$ cat src/rtl/xlat_pkg.sv
package xlat_pkg;

  typedef enum logic [1:0] {
    PRIV_U   = 2'b00,
    PRIV_S   = 2'b01,
    PRIV_RSV = 2'b10,
    PRIV_M   = 2'b11
  } priv_e;

  localparam int unsigned DEF_ENTRIES = 8;
  localparam int unsigned DEF_VA_W    = 39;
  localparam int unsigned DEF_PG_OFF  = 12;
  localparam int unsigned DEF_ASID_W  = 9;
  localparam int unsigned DEF_PPN_W   = 20;

  // A fence may execute only from supervisor or machine level.
  function automatic logic fence_permitted(input priv_e p);
    return (p == PRIV_S) || (p == PRIV_M);
  endfunction

endpackage

$ cat src/rtl/xlat_rr_ptr.sv
module xlat_rr_ptr #(
  parameter int unsigned N = 8
) (
  input  logic         clk,
  input  logic         rst_n,
  input  logic         adv,
  output logic [N-1:0] sel
);
  localparam int unsigned IW = (N > 1) ? $clog2(N) : 1;

  logic [IW-1:0] ptr_q;

  always_ff @(posedge clk) begin
    if (!rst_n)
      ptr_q <= '0;
    else if (adv)
      ptr_q <= (ptr_q == IW'(N - 1)) ? '0 : ptr_q + 1'b1;
  end

  for (genvar i = 0; i < N; i++) begin : g_sel
    assign sel[i] = (ptr_q == IW'(i));
  end

endmodule

$ cat src/rtl/xlat_slot.sv
module xlat_slot #(
  parameter int unsigned VPN_W  = 27,
  parameter int unsigned ASID_W = 9,
  parameter int unsigned PPN_W  = 20
) (
  input  logic              clk,
  input  logic              rst_n,
  input  logic              wr_en,
  input  logic [VPN_W-1:0]  wr_vpn,
  input  logic [ASID_W-1:0] wr_asid,
  input  logic [PPN_W-1:0]  wr_ppn,
  input  logic              wr_glb,
  input  logic              fc_go,
  input  logic [VPN_W-1:0]  fc_vpn,
  input  logic              fc_va_all,
  input  logic [ASID_W-1:0] fc_asid,
  input  logic              fc_asid_all,
  input  logic [VPN_W-1:0]  lk_vpn,
  input  logic [ASID_W-1:0] lk_asid,
  output logic              hit,
  output logic [PPN_W-1:0]  ppn,
  output logic              valid_o,
  output logic              kill_o
);

  // Translation match: page equal and either global or same address space.
  function automatic logic lookup_match(
    input logic v, input logic g, input logic [ASID_W-1:0] a, input logic [VPN_W-1:0] pg,
    input logic [VPN_W-1:0] q_pg, input logic [ASID_W-1:0] q_a);
    return v && (pg == q_pg) && (g || (a == q_a));
  endfunction

  // Fence filter: an ASID filter spares global entries.
  function automatic logic fence_match(
    input logic v, input logic g, input logic [ASID_W-1:0] a, input logic [VPN_W-1:0] pg,
    input logic [VPN_W-1:0] f_pg, input logic f_pg_all,
    input logic [ASID_W-1:0] f_a, input logic f_a_all);
    return v && (f_pg_all || (pg == f_pg)) && (f_a_all || (!g && (a == f_a)));
  endfunction

  logic              v_q, g_q;
  logic [ASID_W-1:0] a_q;
  logic [VPN_W-1:0]  pg_q;
  logic [PPN_W-1:0]  ppn_q;

  // Content after the refill, before the fence is applied.
  logic              cand_v, cand_g;
  logic [ASID_W-1:0] cand_a;
  logic [VPN_W-1:0]  cand_pg;

  always_comb begin
    cand_v  = wr_en | v_q;
    cand_g  = wr_en ? wr_glb  : g_q;
    cand_a  = wr_en ? wr_asid : a_q;
    cand_pg = wr_en ? wr_vpn  : pg_q;
  end

  assign kill_o  = fc_go && fence_match(cand_v, cand_g, cand_a, cand_pg,
                                        fc_vpn, fc_va_all, fc_asid, fc_asid_all);
  assign hit     = lookup_match(v_q, g_q, a_q, pg_q, lk_vpn, lk_asid);
  assign ppn     = ppn_q;
  assign valid_o = v_q;

  always_ff @(posedge clk) begin
    if (!rst_n) begin
      v_q   <= 1'b0;
      g_q   <= 1'b0;
      a_q   <= '0;
      pg_q  <= '0;
      ppn_q <= '0;
    end else begin
      v_q <= cand_v & ~kill_o;
      if (wr_en) begin
        g_q   <= wr_glb;
        a_q   <= wr_asid;
        pg_q  <= wr_vpn;
        ppn_q <= wr_ppn;
      end
    end
  end

endmodule

$ cat src/rtl/xlat_cache.sv
module xlat_cache
  import xlat_pkg::*;
#(
  parameter int unsigned ENTRIES = DEF_ENTRIES,
  parameter int unsigned VA_W    = DEF_VA_W,
  parameter int unsigned PG_OFF  = DEF_PG_OFF,
  parameter int unsigned ASID_W  = DEF_ASID_W,
  parameter int unsigned PPN_W   = DEF_PPN_W,
  localparam int unsigned VPN_W  = VA_W - PG_OFF
) (
  input  logic              clk,
  input  logic              rst_n,
  input  logic              lk_req,
  input  logic [VPN_W-1:0]  lk_vpn,
  input  logic [ASID_W-1:0] lk_asid,
  output logic              lk_hit,
  output logic [PPN_W-1:0]  lk_ppn,
  input  logic              fill_en,
  input  logic [VPN_W-1:0]  fill_vpn,
  input  logic [ASID_W-1:0] fill_asid,
  input  logic [PPN_W-1:0]  fill_ppn,
  input  logic              fill_glb,
  input  logic              fc_req,
  input  logic [VA_W-1:0]   fc_va,
  input  logic              fc_va_all,
  input  logic [ASID_W-1:0] fc_asid,
  input  logic              fc_asid_all,
  input  logic [1:0]        priv,
  output logic              fc_illegal
);

  // Named internal events, observed by the bound checker.
  logic               fence_ok;
  logic [ENTRIES-1:0] fill_sel;
  logic [ENTRIES-1:0] hit_vec;
  logic [ENTRIES-1:0] slot_valid;
  logic [ENTRIES-1:0] slot_kill;
  logic [PPN_W-1:0]   slot_ppn [ENTRIES];
  logic [VPN_W-1:0]   fc_vpn;
  logic [PG_OFF-1:0]  fc_offset_unused;
  logic [PPN_W-1:0]   sel_ppn;
  logic               any_hit;

  assign fence_ok         = fc_req && fence_permitted(priv_e'(priv));
  assign fc_vpn           = fc_va[VA_W-1:PG_OFF];
  assign fc_offset_unused = fc_va[PG_OFF-1:0];

  xlat_rr_ptr #(.N(ENTRIES)) u_rr (
    .clk   (clk),
    .rst_n (rst_n),
    .adv   (fill_en),
    .sel   (fill_sel)
  );

  for (genvar i = 0; i < ENTRIES; i++) begin : g_slot
    xlat_slot #(.VPN_W(VPN_W), .ASID_W(ASID_W), .PPN_W(PPN_W)) u_slot (
      .clk         (clk),
      .rst_n       (rst_n),
      .wr_en       (fill_en & fill_sel[i]),
      .wr_vpn      (fill_vpn),
      .wr_asid     (fill_asid),
      .wr_ppn      (fill_ppn),
      .wr_glb      (fill_glb),
      .fc_go       (fence_ok),
      .fc_vpn      (fc_vpn),
      .fc_va_all   (fc_va_all),
      .fc_asid     (fc_asid),
      .fc_asid_all (fc_asid_all),
      .lk_vpn      (lk_vpn),
      .lk_asid     (lk_asid),
      .hit         (hit_vec[i]),
      .ppn         (slot_ppn[i]),
      .valid_o     (slot_valid[i]),
      .kill_o      (slot_kill[i])
    );
  end

  // Lowest-numbered hitting slot wins (at most one hits in normal use).
  always_comb begin
    sel_ppn = '0;
    for (int i = ENTRIES - 1; i >= 0; i--) begin
      if (hit_vec[i]) sel_ppn = slot_ppn[i];
    end
  end

  assign any_hit = lk_req && (|hit_vec);

  always_ff @(posedge clk) begin
    if (!rst_n) begin
      lk_hit     <= 1'b0;
      lk_ppn     <= '0;
      fc_illegal <= 1'b0;
    end else begin
      lk_hit     <= any_hit;
      lk_ppn     <= any_hit ? sel_ppn : '0;
      fc_illegal <= fc_req && !fence_permitted(priv_e'(priv));
    end
  end

endmodule

$ cat config.mk
export PLATFORM = sky130hd
export DESIGN_NAME = xlat_cache
export DESIGN_NICKNAME = d
export VERILOG_FILES = /design/src/rtl/xlat_pkg.sv /design/src/rtl/xlat_rr_ptr.sv /design/src/rtl/xlat_slot.sv /design/src/rtl/xlat_cache.sv
export SDC_FILE = /design/constraint.sdc
export NUM_CORES = 1
export LEC_CHECK = 0
export ABC_AREA = 0
export BUFFER_PORTS_ARGS = -buffer_cell sky130_fd_sc_hd__buf_2
export CORE_UTILIZATION = 51
export CTS_BUF_LIST = sky130_fd_sc_hd__clkbuf_16
export CTS_CLUSTER_DIAMETER = 80
export DETAILED_ROUTE_END_ITERATION = 7
export PLACE_DENSITY = 0.69
export SLEW_MARGIN = 20
export SYNTH_ARGS = -nofsm -noshare
export SYNTH_HDL_FRONTEND = slang
export SYNTH_HIERARCHICAL = 1
export SYNTH_SLANG_ARGS = --single-unit
$ cat constraint.sdc
create_clock -name clk -period 4.7 [get_ports clk]
set_input_delay 1.41 -clock clk [delete_from_list [all_inputs] [get_ports clk]]
set_output_delay 1.41 -clock clk [all_outputs]
set_load 0.05 [all_outputs]
==> summary.txt <==
Outcome
  – Outcome: complete, no violations

Placement
  – Cell total after placement: 3373
  – Final GP Congestion: between 0.9 and 1
  – Hpwl dp: 56300 microns
  – Port bufs: roughly 160
  – Placed inst area: 27900 sq um
  – Post-place setup slack: 252 ps

Timing
  – Pins Over Slew Limit: 0
  – Worst-Margin Slew: about 1000 ps
  – Final Hold Vio Count: 0
  – Fin crit share: between 80 and 90%
  – Finish-stage setup viols: 0
  – RSZ-0062 raised after global routing: false
  – Tmin final: 3870 ps
  – Minimum hold slack: 515 ps
  – Fmax achieved: 259 MHz
  – Slew HR: 32.9%
  – Setup Skew: a little under 20 ps
  – Setup TNS: 0 ps
  – Final WS setup: 834 ps

Critical path
  – Crit path launch: lk_vpn[20]
  – Crit path launch type: input port
  – Reg2reg start: u_rr/ptr_q[0]
  – CP endpoint kind: flip-flop
  – R2R Setup Slk: ~1100 ps
  – Worst EP arrival: 4380 ps
  – Critical Setup Path Class: in -> reg
  – Worst reg-to-reg path cell count: 10
  – Worst setup endpoint: lk_ppn[19]
  – Worst EP required: 5210 ps
  – Crit-path max FO: 14
  – R2R Path End: g_slot[7].u_slot/valid_o

GRT
  – Remaining global-route overflow: 0
  – Gr usage total: 29.8%
  – Pin count of the biggest net entering global routing: 200
  – Number of global-route vias before repair: 19.6k
  – Initial antenna violation count: 14
  – First-pass GRT wire length: approximately 120000 microns

Synthesis
  – Mapped Area: 26400 sq um
  – Syn nets: 2764
  – Mean Syn Cell Area: 10.1 sq um
  – Synthesized instance count: 2608
  – YS warnings: 6

Drt
  – DR WL/cell: 23.0 microns
  – 1st-iter DRT viols: 1672
  – TritonRoute pass-1 iters: 5
  – Antenna Nets Post-Route: 0
  – Vias per inst: 5.64
  – Post-Route WL: between 80000 and 90000 microns
  – Via count: 19.7k
  – DRC violations left: 0

Clock network
  – CTS tree: built
  – Root cell of the clock tree: clkbuf_16
  – CTS Buffer Depth: 3
  – Resized cells post-CTS: 0
  – Clock sink count: about 490
  – Clock transition at the registers of the reported paths: 60 ps
  – Hold_buf cts: 0
  – Worst skew pair latency: 620 ps
  – Setup Fix Bufs, Post-CTS: 0
  – Cts bufs inserted: 55
  – H-tree levels: 2

Pwr
  – Switching Share: 26.6%
  – Sequential Power Share: 44.6%
  – Clock network power share: ~43%
  – Static Leak: slightly below 10 nW
  – Max IR drop VDD: 0.000265 V
  – Logic pwr share: 11.9%
  – Final Power: 9.66 mW
  – Psw: 2.57 mW
  – Internal Power: 7.10 mW
  – Cell Pwr Density: approximately 330 nW/um^2

Cells and area
  – Most common cell after layout, fill and taps aside: dfxtp_1
  – Layout Utilization: 57.9%
  – Layout Cells excl Fill: 3485
  – Share of cells above drive strength 1: 12.4%
  – Fin area: 29600 sq um
  – Most frequent cells in the layout: 489 x dfxtp_1, 456 x mux2i_1, 437 x nor2b_1
  – Fillers: 4430
  – # nets final: 2906
  – Synthesis-to-finish area growth: 12.2%

Hold path
  – Min-Delay Path Class: reg -> reg
  – WHS Path Cells: 2

Floorplanning
  – Number of placement rows: 83
  – DIE AREA: 52700 sq um
  – Starting Density: between 50% and 60%
  – Die Wd: 230 microns
  – Core footprint: 51200 sq um
  – I/O pin count: approximately 170
  – Die Y-Extent: 230 microns

Run
  – Maxcap violations: 0
## power groups by stage
stage               clock network, mW  logic [mW]  registers, mW
detailed placement                  0        1.13           4.40
global placement                    0        1.12           4.40
floorplan                           0       0.692           4.38
finish                           4.20        1.15           4.31
CTS                              4.26        1.14           4.31
global route                     4.44        1.23           4.32
## how the worst min path moves through the flow
| stage | slack, ps | start | endpoint |
|---|---|---|---|
| 2_1_floorplan | 480 | g_slot[2].u_slot/ppn[0] | g_slot[2].u_slot/ppn[0] |
| 3_3_place_gp | 490 | g_slot[2].u_slot/ppn[5] | g_slot[2].u_slot/ppn[5] |
| 3_5_place_dp | 500 | g_slot[2].u_slot/ppn[13] | g_slot[2].u_slot/ppn[13] |
| 4_1_cts | 510 | g_slot[2].u_slot/ppn[13] | g_slot[2].u_slot/ppn[13] |
| 5_1_grt | 530 | g_slot[3].u_slot/ppn[9] | g_slot[3].u_slot/ppn[9] |
| 6_report | 510 | g_slot[2].u_slot/ppn[14] | g_slot[2].u_slot/ppn[14] |
## state kept, by name, summed over array words and instances, names as in the netlist
name	count
fc_illegal	1
g_slot.u_slot/a_q	72
g_slot.u_slot/g_q	8
g_slot.u_slot/pg_q	216
g_slot.u_slot/ppn	160
g_slot.u_slot/valid_o	8
lk_hit	1
lk_ppn	20
u_rr/ptr_q	3
## worst max-delay path: stages
cell      delay (ps)
buf_2            180
xnor2_1          280
nand4_1          310
nor4_1           460
nand4_1          230
nor2_1           190
buf_4            180
nor2b_2          160
buf_4            270
a221oi_1         120
a211o_1          260
a311oi_1         310
## routing by layer
metal	vias to the layer above	wire length, microns	track usage [%]
met5	-	49	0
li1	9299	-	-
met2	622	37500	48.4
met4	8	3480	14.1
met3	181	4950	5.04
met1	9549	34100	38.3
## final cells by class
class,count,area (sq um),share of cell area (%)
tap,680,851,2.87
timing repair buffer,215,1290,4.36
sequential,489,9790,33.0
clock inverter,47,344,1.16
antenna,9,22.5,0.0760
clock buffer,56,1400,4.73
inverter,41,154,0.519
multi-input combinational,1948,15800,53.2
(Power assumes the default switching activity.)
